--- src/rtl/wake_seq_pkg.sv ---
// Shared types for the wakeup sequencer.
// Assumes: four timed phases, one state per phase plus asleep, done and fault.
package wake_seq_pkg;
    localparam int NUM_PHASES = 4;

    typedef enum logic [2:0] {
        WS_SLEEP      = 3'd0,
        WS_OSC        = 3'd1,
        WS_FLASH_ON   = 3'd2,
        WS_FLASH_IDLE = 3'd3,
        WS_CPU_START  = 3'd4,
        WS_DONE       = 3'd5,
        WS_FAULT      = 3'd6
    } wake_state_t;
endpackage

--- src/rtl/wake_detect.sv ---
// Wake condition detector: flags any interrupt request whose enable bit is set.
// Assumes: requests are already synchronous to clk, or are only used as an
// asynchronous power-up trigger.
module wake_detect #(
    parameter int NUM_IRQ = 8
) (
    input  logic [NUM_IRQ-1:0] irq_req,
    input  logic [NUM_IRQ-1:0] irq_en,
    output logic               wake_hit
);
    logic [NUM_IRQ-1:0] qualified;

    // Per-source qualification of request by its enable bit.
    for (genvar g = 0; g < NUM_IRQ; g++) begin : g_src
        assign qualified[g] = irq_req[g] & irq_en[g];
    end

    // Any qualified source wakes the core.
    assign wake_hit = |qualified;
endmodule

--- src/rtl/phase_timer.sv ---
// Wakeup timer: counts clock cycles within the current phase and pulses tick
// on the last cycle of a phase that is 2^N cycles long.
// Assumes: the count restarts from zero whenever run is low or a phase ends.
module phase_timer #(
    parameter int TAP_W      = 3,
    parameter int NUM_PHASES = 4,
    localparam int PH_W      = $clog2(NUM_PHASES),
    localparam int CNT_W     = (1 << TAP_W)
) (
    input  logic                        clk,
    input  logic                        rst_n,
    input  logic                        run,
    input  logic [PH_W-1:0]             phase_idx,
    input  logic [NUM_PHASES*TAP_W-1:0] phase_tap,
    output logic                        tick
);
    logic [TAP_W-1:0] tap_of [NUM_PHASES];
    logic [TAP_W-1:0] tap_sel;
    logic [CNT_W-1:0] limit;
    logic [CNT_W-1:0] cnt;

    // Split the packed tap vector into one field per phase.
    for (genvar p = 0; p < NUM_PHASES; p++) begin : g_tap
        assign tap_of[p] = phase_tap[p*TAP_W +: TAP_W];
    end

    // Terminal count of the selected phase.
    always_comb begin
        tap_sel = tap_of[phase_idx];
        limit   = (CNT_W'(1) << tap_sel) - CNT_W'(1);
    end

    assign tick = run && (cnt == limit);

    // Cycle counter, cleared between phases.
    always_ff @(posedge clk) begin
        if (!rst_n || !run || tick) begin
            cnt <= '0;
        end else begin
            cnt <= cnt + CNT_W'(1);
        end
    end

    a_r3_count_in_range: assert property (@(posedge clk) disable iff (!rst_n)
        run |-> (cnt <= limit))
        else $error("phase counter passed its terminal count");
endmodule

--- src/rtl/wake_fsm.sv ---
// Wakeup sequence state machine: walks the asleep -> oscillator -> flash on ->
// flash idle -> CPU start -> done path, branching to fault on a bad supply.
// Assumes: tick comes from phase_timer and marks the last cycle of a phase.
module wake_fsm
    import wake_seq_pkg::*;
#(
    parameter int NUM_PHASES = 4,
    localparam int PH_W      = $clog2(NUM_PHASES)
) (
    input  logic            clk,
    input  logic            rst_n,
    input  logic            wake_hit,
    input  logic            sleep_req,
    input  logic            tick,
    input  logic            bandgap_ok,
    input  logic            porlvd_ok,
    output wake_state_t     state,
    output logic [PH_W-1:0] phase_idx,
    output logic            timing_run,
    output logic            bg_good
);
    wake_state_t nxt;

    // Next-state decision; sleep has priority except in fault.
    always_comb begin
        nxt = state;
        unique case (state)
            WS_SLEEP:      if (wake_hit && !sleep_req) nxt = WS_OSC;
            WS_OSC:        if (tick) nxt = WS_FLASH_ON;
            WS_FLASH_ON:   if (tick) nxt = WS_FLASH_IDLE;
            WS_FLASH_IDLE: if (tick) nxt = porlvd_ok ? WS_CPU_START : WS_FAULT;
            WS_CPU_START:  if (tick) nxt = WS_DONE;
            WS_DONE:       nxt = WS_DONE;
            WS_FAULT:      nxt = WS_FAULT;
            default:       nxt = WS_SLEEP;
        endcase
        if (sleep_req && state != WS_FAULT) nxt = WS_SLEEP;
    end

    // Which tap field times the current state.
    always_comb begin
        timing_run = 1'b1;
        phase_idx  = '0;
        unique case (state)
            WS_OSC:        phase_idx = PH_W'(0);
            WS_FLASH_ON:   phase_idx = PH_W'(1);
            WS_FLASH_IDLE: phase_idx = PH_W'(2);
            WS_CPU_START:  phase_idx = PH_W'(3);
            default:       timing_run = 1'b0;
        endcase
    end

    // State register.
    always_ff @(posedge clk) begin
        if (!rst_n) state <= WS_SLEEP;
        else        state <= nxt;
    end

    // Bandgap capture at the end of the oscillator phase.
    always_ff @(posedge clk) begin
        if (!rst_n || nxt == WS_SLEEP) bg_good <= 1'b0;
        else if (state == WS_OSC && tick) bg_good <= bandgap_ok;
    end

    a_r6_run_needs_supply: assert property (@(posedge clk) disable iff (!rst_n)
        (state == WS_CPU_START && $past(state) == WS_FLASH_IDLE) |-> $past(porlvd_ok))
        else $error("CPU started without a good supply sample");

    a_r9_sleep_next: assert property (@(posedge clk) disable iff (!rst_n)
        (sleep_req && state != WS_FAULT) |=> state == WS_SLEEP)
        else $error("sleep request not honoured");

    a_r10_fault_sticky: assert property (@(posedge clk) disable iff (!rst_n)
        state == WS_FAULT |=> state == WS_FAULT)
        else $error("fault state left without reset");

    a_r1_wake_needs_hit: assert property (@(posedge clk) disable iff (!rst_n)
        (state == WS_OSC && $past(state) == WS_SLEEP) |-> $past(wake_hit))
        else $error("wakeup without an enabled request");
endmodule

--- src/rtl/wake_seq_ctrl.sv ---
// Sleep wakeup power sequencer top: combines wake detection, the phase timer
// and the state machine, and decodes the power and CPU controls.
// Assumes: clk is the main oscillator clock; analog enables must rise before
// that clock runs, so they are driven combinationally from the request.
module wake_seq_ctrl
    import wake_seq_pkg::*;
#(
    parameter int NUM_IRQ = 8,
    parameter int TAP_W   = 3
) (
    input  logic                        clk,
    input  logic                        rst_n,
    input  logic [NUM_IRQ-1:0]          irq_req,
    input  logic [NUM_IRQ-1:0]          irq_en,
    input  logic                        sleep_req,
    input  logic [NUM_PHASES*TAP_W-1:0] phase_tap,
    input  logic                        bandgap_ok,
    input  logic                        porlvd_ok,
    output logic                        pwr_analog_en,
    output logic                        flash_en,
    output logic                        flash_idle,
    output logic                        cpu_run,
    output logic                        sys_rst_req,
    output logic                        bg_good,
    output logic                        wake_done
);
    localparam int PH_W = $clog2(NUM_PHASES);

    logic            wake_hit;
    logic            tick;
    logic            timing_run;
    logic [PH_W-1:0] phase_idx;
    wake_state_t     state;

    wake_detect #(.NUM_IRQ(NUM_IRQ)) u_detect (
        .irq_req  (irq_req),
        .irq_en   (irq_en),
        .wake_hit (wake_hit)
    );

    phase_timer #(.TAP_W(TAP_W), .NUM_PHASES(NUM_PHASES)) u_timer (
        .clk       (clk),
        .rst_n     (rst_n),
        .run       (timing_run),
        .phase_idx (phase_idx),
        .phase_tap (phase_tap),
        .tick      (tick)
    );

    wake_fsm #(.NUM_PHASES(NUM_PHASES)) u_fsm (
        .clk        (clk),
        .rst_n      (rst_n),
        .wake_hit   (wake_hit),
        .sleep_req  (sleep_req),
        .tick       (tick),
        .bandgap_ok (bandgap_ok),
        .porlvd_ok  (porlvd_ok),
        .state      (state),
        .phase_idx  (phase_idx),
        .timing_run (timing_run),
        .bg_good    (bg_good)
    );

    // Output decode from the registered state; analog enable also from the request.
    always_comb begin
        pwr_analog_en = (state != WS_SLEEP) || (wake_hit && !sleep_req);
        flash_en      = (state == WS_FLASH_ON) || (state == WS_FLASH_IDLE) ||
                        (state == WS_CPU_START) || (state == WS_DONE);
        flash_idle    = (state == WS_FLASH_IDLE);
        cpu_run       = (state == WS_CPU_START) || (state == WS_DONE);
        sys_rst_req   = (state == WS_FAULT);
        wake_done     = (state == WS_DONE);
    end

    a_r2_analog_held: assert property (@(posedge clk) disable iff (!rst_n)
        (state != WS_SLEEP) |-> pwr_analog_en)
        else $error("analog enable dropped while awake");

    a_r5_cpu_after_flash: assert property (@(posedge clk) disable iff (!rst_n)
        cpu_run |-> flash_en && !flash_idle)
        else $error("CPU running without active flash");

    a_r8_done_after_run: assert property (@(posedge clk) disable iff (!rst_n)
        $rose(wake_done) |-> $past(cpu_run))
        else $error("completion without a CPU start phase");

    a_r7_fault_exclusive: assert property (@(posedge clk) disable iff (!rst_n)
        sys_rst_req |-> !cpu_run && !flash_en)
        else $error("reset request together with CPU run");
endmodule

--- config.mk ---
export PLATFORM = sky130hd
export DESIGN_NAME = wake_seq_ctrl
export DESIGN_NICKNAME = d
export VERILOG_FILES = /design/src/rtl/wake_seq_pkg.sv /design/src/rtl/wake_detect.sv /design/src/rtl/phase_timer.sv /design/src/rtl/wake_fsm.sv /design/src/rtl/wake_seq_ctrl.sv
export SDC_FILE = /design/constraint.sdc
export NUM_CORES = 1
export LEC_CHECK = 0
export ABC_AREA = 1
export BUFFER_PORTS_ARGS = -buffer_cell sky130_fd_sc_hd__buf_2
export CORE_AREA = 2 2 50 52
export DETAILED_ROUTE_END_ITERATION = 16
export DIE_AREA = 0 0 52 54
export PLACE_DENSITY = 0.92
export SETUP_SLACK_MARGIN = 0.02
export SYNTH_ARGS = -nofsm -noshare
export SYNTH_HDL_FRONTEND = slang
export SYNTH_SLANG_ARGS = --single-unit
--- constraint.sdc ---
create_clock -name clk -period 5.9 [get_ports clk]
set_input_delay 0.295 -clock clk [delete_from_list [all_inputs] [get_ports clk]]
set_output_delay 0.295 -clock clk [all_outputs]
set_load 0.005 [all_outputs]
# Yosys cells after proc, flatten, opt, wreduce, memory -nomap -nowiden

Cells that the tools add are included.

Flip-flop bits (word level): 12
Input bits: 33
Output and inout bits: 7
Word-level logic and storage cells: 57

$add $sub $neg: 2
$lt $le $gt $ge: 1
Equal/unequal tests: 8
Shift operators: 1
Muxes and demuxes: 13
Bitwise gates (word level): 9
Reductions and logical operators: 20

Operator list:

| operator                                                  | number |
|---|---|
| 2-to-1 mux 3 bit                                          | 8 |
| one-hot mux 3 bit (7 select lines)                        | 1 |
| equality test 3 bit (second input constant)               | 3 |
| adder 8 x 1 -> 8 bit (second input constant)              | 1 |
| AND 1 bit                                                 | 8 |
| equality test 8 bit                                       | 1 |
| logical OR 1 bit                                          | 8 |
| OR reduction 8 bit                                        | 1 |
| left shift 1 x 3 -> 8 bit (first input constant)          | 1 |
| subtractor 8 x 2 -> 8 bit (second input constant)         | 1 |
| binary-select mux 3 bit (select 2 bit)                    | 1 |
| equality test 3 x 2 -> 1 bit (second input constant)      | 2 |
| zero test 3 bit                                           | 2 |
| one-hot mux 2 bit (3 select lines)                        | 1 |
| logical AND 1 bit                                         | 4 |
| OR reduction 4 bit                                        | 1 |
| equality test 3 x 1 -> 1 bit (second input constant)      | 1 |
| greater-or-equal comparator 3 bit (second input constant) | 1 |
| zero test 1 bit                                           | 3 |
| != test 3 bit (second input constant)                     | 1 |
| NOT 2 -> 3 bit                                            | 1 |
| nonzero test 3 bit                                        | 1 |
| 2-to-1 mux 2 bit                                          | 1 |
| 2-to-1 mux 1 bit                                          | 1 |

# Longest topological paths before layout

Depth after elaboration: 15
Gate-level depth with buffers: 27

# Modules after synthesis

Synthesis repeated with hierarchy kept, for this count alone.

Cells, all modules: 197
Area, all modules: 1192.4 µm²

Modules (own cells, without submodules):

| module        | instances | cells an instance | area each (µm²) |
|---|---|---|---|
| phase_timer   | 1         | 118               | 777.0 |
| wake_fsm      | 1         | 50                | 296.5 |
| wake_seq_ctrl | 1         | 14                | 62.6 |
| wake_detect   | 1         | 15                | 56.3 |

# Worst setup path after synthesis

No wires, ideal clock.

Kind: reg2reg
Start point: register u_fsm.state[1]
End point: register u_fsm.state[0]
Data arrival time: 2.513 ns
Setup slack: 3.273 ns
Cell stages (with the launch flop): 26
Path through: dfxtp_1 > nor2_2 > nand2_2 > nand2_2 > nand2_2 > nand2_2 > nand2_4 > nor2_4 > nand3_1 > ha_1 > nor2_1 > nor2_1 > nand3_1 > inv_1 > nand2_1 > nor2_1 > nand2_1 > nor2_2 > nand2_2 > nor2_4 > nand2_1 > nand2_1 > nand2_1 > nand2_1 > a21oi_2 > and2_1

Word-level cells in the longest chain between the ends: 13

Ends and longest elaborated chain:

| element                                                             | line                           | RTL |
|---|---|---|
| start, declared                                                     | wake_fsm.sv:17                 | `output wake_state_t state,` |
| start signal, assigned                                              | wake_fsm.sv:56                 | `else state <= nxt;` |
| equality test 3 bit or equality test 3 x 2 -> 1 bit (tied branches) | wake_fsm.sv:27, wake_fsm.sv:44 |  |
| one-hot mux 2 bit (3 select lines)                                  | wake_fsm.sv:44                 | `unique case (state)` |
| NOT 2 -> 3 bit (not written as such)                                | phase_timer.sv:29              | `tap_sel = tap_of[phase_idx];` |
| binary-select mux 3 bit (select 2 bit)                              | phase_timer.sv:29              |  |
| 2-to-1 mux 3 bit (not written as such) (2 in series)                | phase_timer.sv:29              |  |
| left shift 1 x 3 -> 8 bit                                           | phase_timer.sv:30              | `limit = (CNT_W'(1) << tap_sel) - CNT_W'(1);` |
| subtractor 8 x 2 -> 8 bit                                           | phase_timer.sv:30              |  |
| equality test 8 bit                                                 | phase_timer.sv:33              | `assign tick = run && (cnt == limit);` |
| logical AND 1 bit                                                   | phase_timer.sv:33              |  |
| 2-to-1 mux 3 bit (on tied branches)                                 | n/a                            |  |
| one-hot mux 3 bit (7 select lines)                                  | wake_fsm.sv:27                 | `unique case (state)` |
| 2-to-1 mux 3 bit (*)                                                | wake_fsm.sv:37                 | `if (sleep_req && state != WS_FAULT) nxt = WS_SLEEP;` |

Mark *: on every way between the ends. The rest lies on a longest branch, timed or not. The select of a mux whose other input is x is not followed.
A chain may end at the register's enable or synchronous reset.

# Final worst setup path

Start point: register u_fsm.state[1]
End point: register u_fsm.bg_good

Word-level cells in the longest chain between the ends: 15

Ends and longest elaborated chain:

| element                                                             | line                           | RTL |
|---|---|---|
| equality test 3 bit or equality test 3 x 2 -> 1 bit (tied branches) | wake_fsm.sv:27, wake_fsm.sv:44 |  |
| one-hot mux 2 bit (3 select lines)                                  | wake_fsm.sv:44                 |  |
| NOT 2 -> 3 bit (not written as such)                                | phase_timer.sv:29              |  |
| binary-select mux 3 bit (select 2 bit)                              | phase_timer.sv:29              |  |
| 2-to-1 mux 3 bit (not written as such) (2 in series)                | phase_timer.sv:29              |  |
| left shift 1 x 3 -> 8 bit                                           | phase_timer.sv:30              |  |
| subtractor 8 x 2 -> 8 bit                                           | phase_timer.sv:30              |  |
| equality test 8 bit                                                 | phase_timer.sv:33              |  |
| logical AND 1 bit                                                   | phase_timer.sv:33              |  |
| 2-to-1 mux 3 bit (on tied branches)                                 | n/a                            |  |
| one-hot mux 3 bit (7 select lines)                                  | wake_fsm.sv:27                 |  |
| 2-to-1 mux 3 bit                                                    | wake_fsm.sv:37                 |  |
| zero test 3 bit                                                     | wake_fsm.sv:61                 | `if (!rst_n \|\| nxt == WS_SLEEP) bg_good <= 1'b0;` |
| logical OR 1 bit                                                    | wake_fsm.sv:61                 |  |
| end signal, assigned                                                | wake_fsm.sv:62                 | `else if (state == WS_OSC && tick) bg_good <= bandgap_ok;` |
| end, declared                                                       | wake_fsm.sv:20                 | `output logic bg_good` |

Parallel ways exist; a longest one is shown, timed or not. The select of a mux whose other input is x is not followed.

==> flow_summary.json <==
{
  "stdcell_area_um2": 1410,
  "pwr-share-comb_pct": 23.7,
  "power_w": 0.000175,
  "die-area_um2": 2810,
  "post-route-min-period_ns": 2.99,
  "clk_pin_slew_ns": 0.08,
  "timing.final.crit_share_pct": 50.7,
  "htreeDepth": 1,
  "drv_slew": 0,
  "avgRoutedWirePerCell_um": 10.4,
  "synth.largest_area_cell": "dfxtp_1",
  "grt_pass1_wl_mm": 4.31,
  "grt-ovfl-total": 0,
  "dp_hpwl_mm": 2.17,
  "synth.cell_area_um2": 1150,
  "fin_skew_ns": 0.0134,
  "pwr-share-seq_pct": 47.1,
  "report.final.hold_viol_count": 0,
  "critPathSlowestCell": "dfxtp_1",
  "grt_pass1_vias": 1176,
  "routed-via-count": 1254,
  "worst-endpoint-required_ns": 6.08,
  "gp_congestion": 0.826,
  "hold_buffers": 0,
  "areaGrowthSynthToFinish_pct": 22.1,
  "detail_route.wirelength_mm": 2.66,
  "finish.net_count": 265,
  "cts_setup_buffers": 0,
  "worst_pin_slew_ns": 0.356,
  "first_pass_iters": 4,
  "synth-edff-count": 0,
  "worst_setup_path_end_kind": "flip-flop",
  "die_w_um": 52,
  "avgSynthCellArea_um2": 6.27,
  "synthTopCellsByArea": "dfxtp_1 (21%), nand2_1 (14%), inv_1 (9.4%)",
  "rsz0062_at_grt": "no",
  "hp-class": "input port to flip-flop",
  "synthesis.nets": 221,
  "drive_gt1_share_pct": 32.7,
  "yosys-top-cells-count": "nand2_1 (42), inv_1 (29), nor2_1 (23)",
  "core_area_um2": 2320,
  "setup_violations": 0,
  "synth_cell_types": 27,
  "cts.sinks": 12,
  "ys_async_sr_fraction_pct": 0,
  "row_count": 18,
  "io_buffers": 39,
  "pre_cts_slack_ns": 2.94,
  "netlist.area_leader.share_pct": 20.8,
  "synthFlopType": "dfxtp_1",
  "cpPeakStageDelay_ns": 0.49,
  "cap_viol_max_count": 0,
  "start_kind": "flip-flop",
  "fp.dieH_um": 54,
  "diodes": 0,
  "ant_nets": 0,
  "crit_arrival_ns": 3.17,
  "clockBufferDepth": 2,
  "grtUsageTotal_pct": 20.6,
  "crit_top_cell": "nand2_1",
  "fin_tns_setup_ns": 0,
  "max_slew_margin_pct": 75.9,
  "cp_top_family": "simple AND/OR/NAND/NOR gates",
  "grt_max_degree": 10,
  "cts-buffers-inserted": 3,
  "path_max_fanout": 9,
  "cts_root_buf": "clkbuf_4",
  "whs_ns": 0.266,
  "p_per_area_nw_per_um2": 125,
  "worstSkewPairLatency_ns": 0.28,
  "drc": 0,
  "path_buf_inv": 2,
  "power_switching_w": 0.0000512,
  "n_fill_cell": 231,
  "status": "finished, final reports clean",
  "drt_iter0_markers": 20,
  "yosysMostFrequentCell": "nand2_1",
  "yosys_warnings": 0,
  "peakVddDrop_uv": 116,
  "ys_seq_elements": 12,
  "syn_inst": 184,
  "layout_setup_ws_ns": 2.91,
  "seq_area_frac_synth_pct": 20.8,
  "ctsResizeCount": 0,
  "viasPerCell": 4.90,
  "p_sw_share_pct": 29.2,
  "fmax_ghz": 0.335,
  "dpl_cell_area_um2": 1390,
  "clkPwrFrac_pct": 29.3,
  "internal_power_w": 0.000124,
  "cts_tree": "yes",
  "start_util_pct": 49.7,
  "io_pins": 40,
  "critPathKind": "flip-flop to flip-flop",
  "p_leak_nw": 0.752,
  "antenna_found_initial": 0
}
[final timing paths]
kind | from | endpoint | slack, ns | cells past startpoint
setup / recovery | u_fsm.state[1] | u_fsm.bg_good | 2.91 | 25
hold / removal | rst_n | u_fsm.state[0] | 0.27 | 2
setup reg to reg | u_fsm.state[1] | u_fsm.bg_good | 2.91 | 25
hold reg to reg | u_timer.cnt[0] | u_timer.cnt[0] | 0.48 | 1
[per-layer routing]
metal	track usage (%)	up-vias	wire length [µm]
li1	-	658	-
met1	19.3	552	1050
met2	42.4	39	1350
met3	6.11	5	238
met4	6.14	0	24
met5	0	-	0
[registers in the layout, summed over array words and instances (netlist names)]
name,count
u_fsm.bg_good,1
u_fsm.state,3
u_timer.cnt,8
[per-stage QoR]
stage               std cells  utilization (%)
global route              256             60.7
global placement          253             59.8
detailed placement        253             59.8
floorplan                 184                -
finish                    256             60.7
CTS                       256             60.7
[area by class of cell]
cell class	instances	area [µm²]	share of cell area [%]
well taps	30	37.5	2.66
multi-input cells	137	782	55.5
repair buffers	39	195	13.9
inverters	35	131	9.33
clock buffers	3	22.5	1.60
flip-flops and latches	12	240	17.1
[logic make-up (layout without fill, tap and decap cells)]
logic type,after synthesis,in the layout,share of synthesized area (%)
flip-flops,12,12,20.8
AO/OA/AOI/OAI,14,14,8.24
buffers and inverters,35,77,11.4
adder cells (fa/ha/maj),4,4,4.34
AND/OR/NAND/NOR,113,113,50.0
XOR/XNOR,6,6,5.21
[cells in the final DEF (no fill, tap or decap), drive strengths merged]
master,netlist,routed
nand2,57,57
buf,0,39
inv,35,35
nor2,27,27
nand3,22,22
dfxtp,12,12
o21ai,5,5
a22o,4,4
ha,4,4
xor2,4,4
nor3,3,3
clkbuf,0,3
a21oi,3,3
nand4,2,2
xnor2,2,2
o41ai,1,1
o21bai,1,1
nand3b,1,1
and2,1,1
[power by group through the flow]
stage	Combinational [W]	Clock (W)	Sequential, W
2_1_floorplan	0.0000263	0	0.0000842
3_3_place_gp	0.0000402	0	0.0000844
3_5_place_dp	0.0000413	0	0.0000845
4_1_cts	0.0000417	0.0000525	0.0000825
5_1_grt	0.0000463	0.0000542	0.0000826
6_report	0.0000415	0.0000513	0.0000826
No activity file was read; power rests on OpenSTA's default activity.
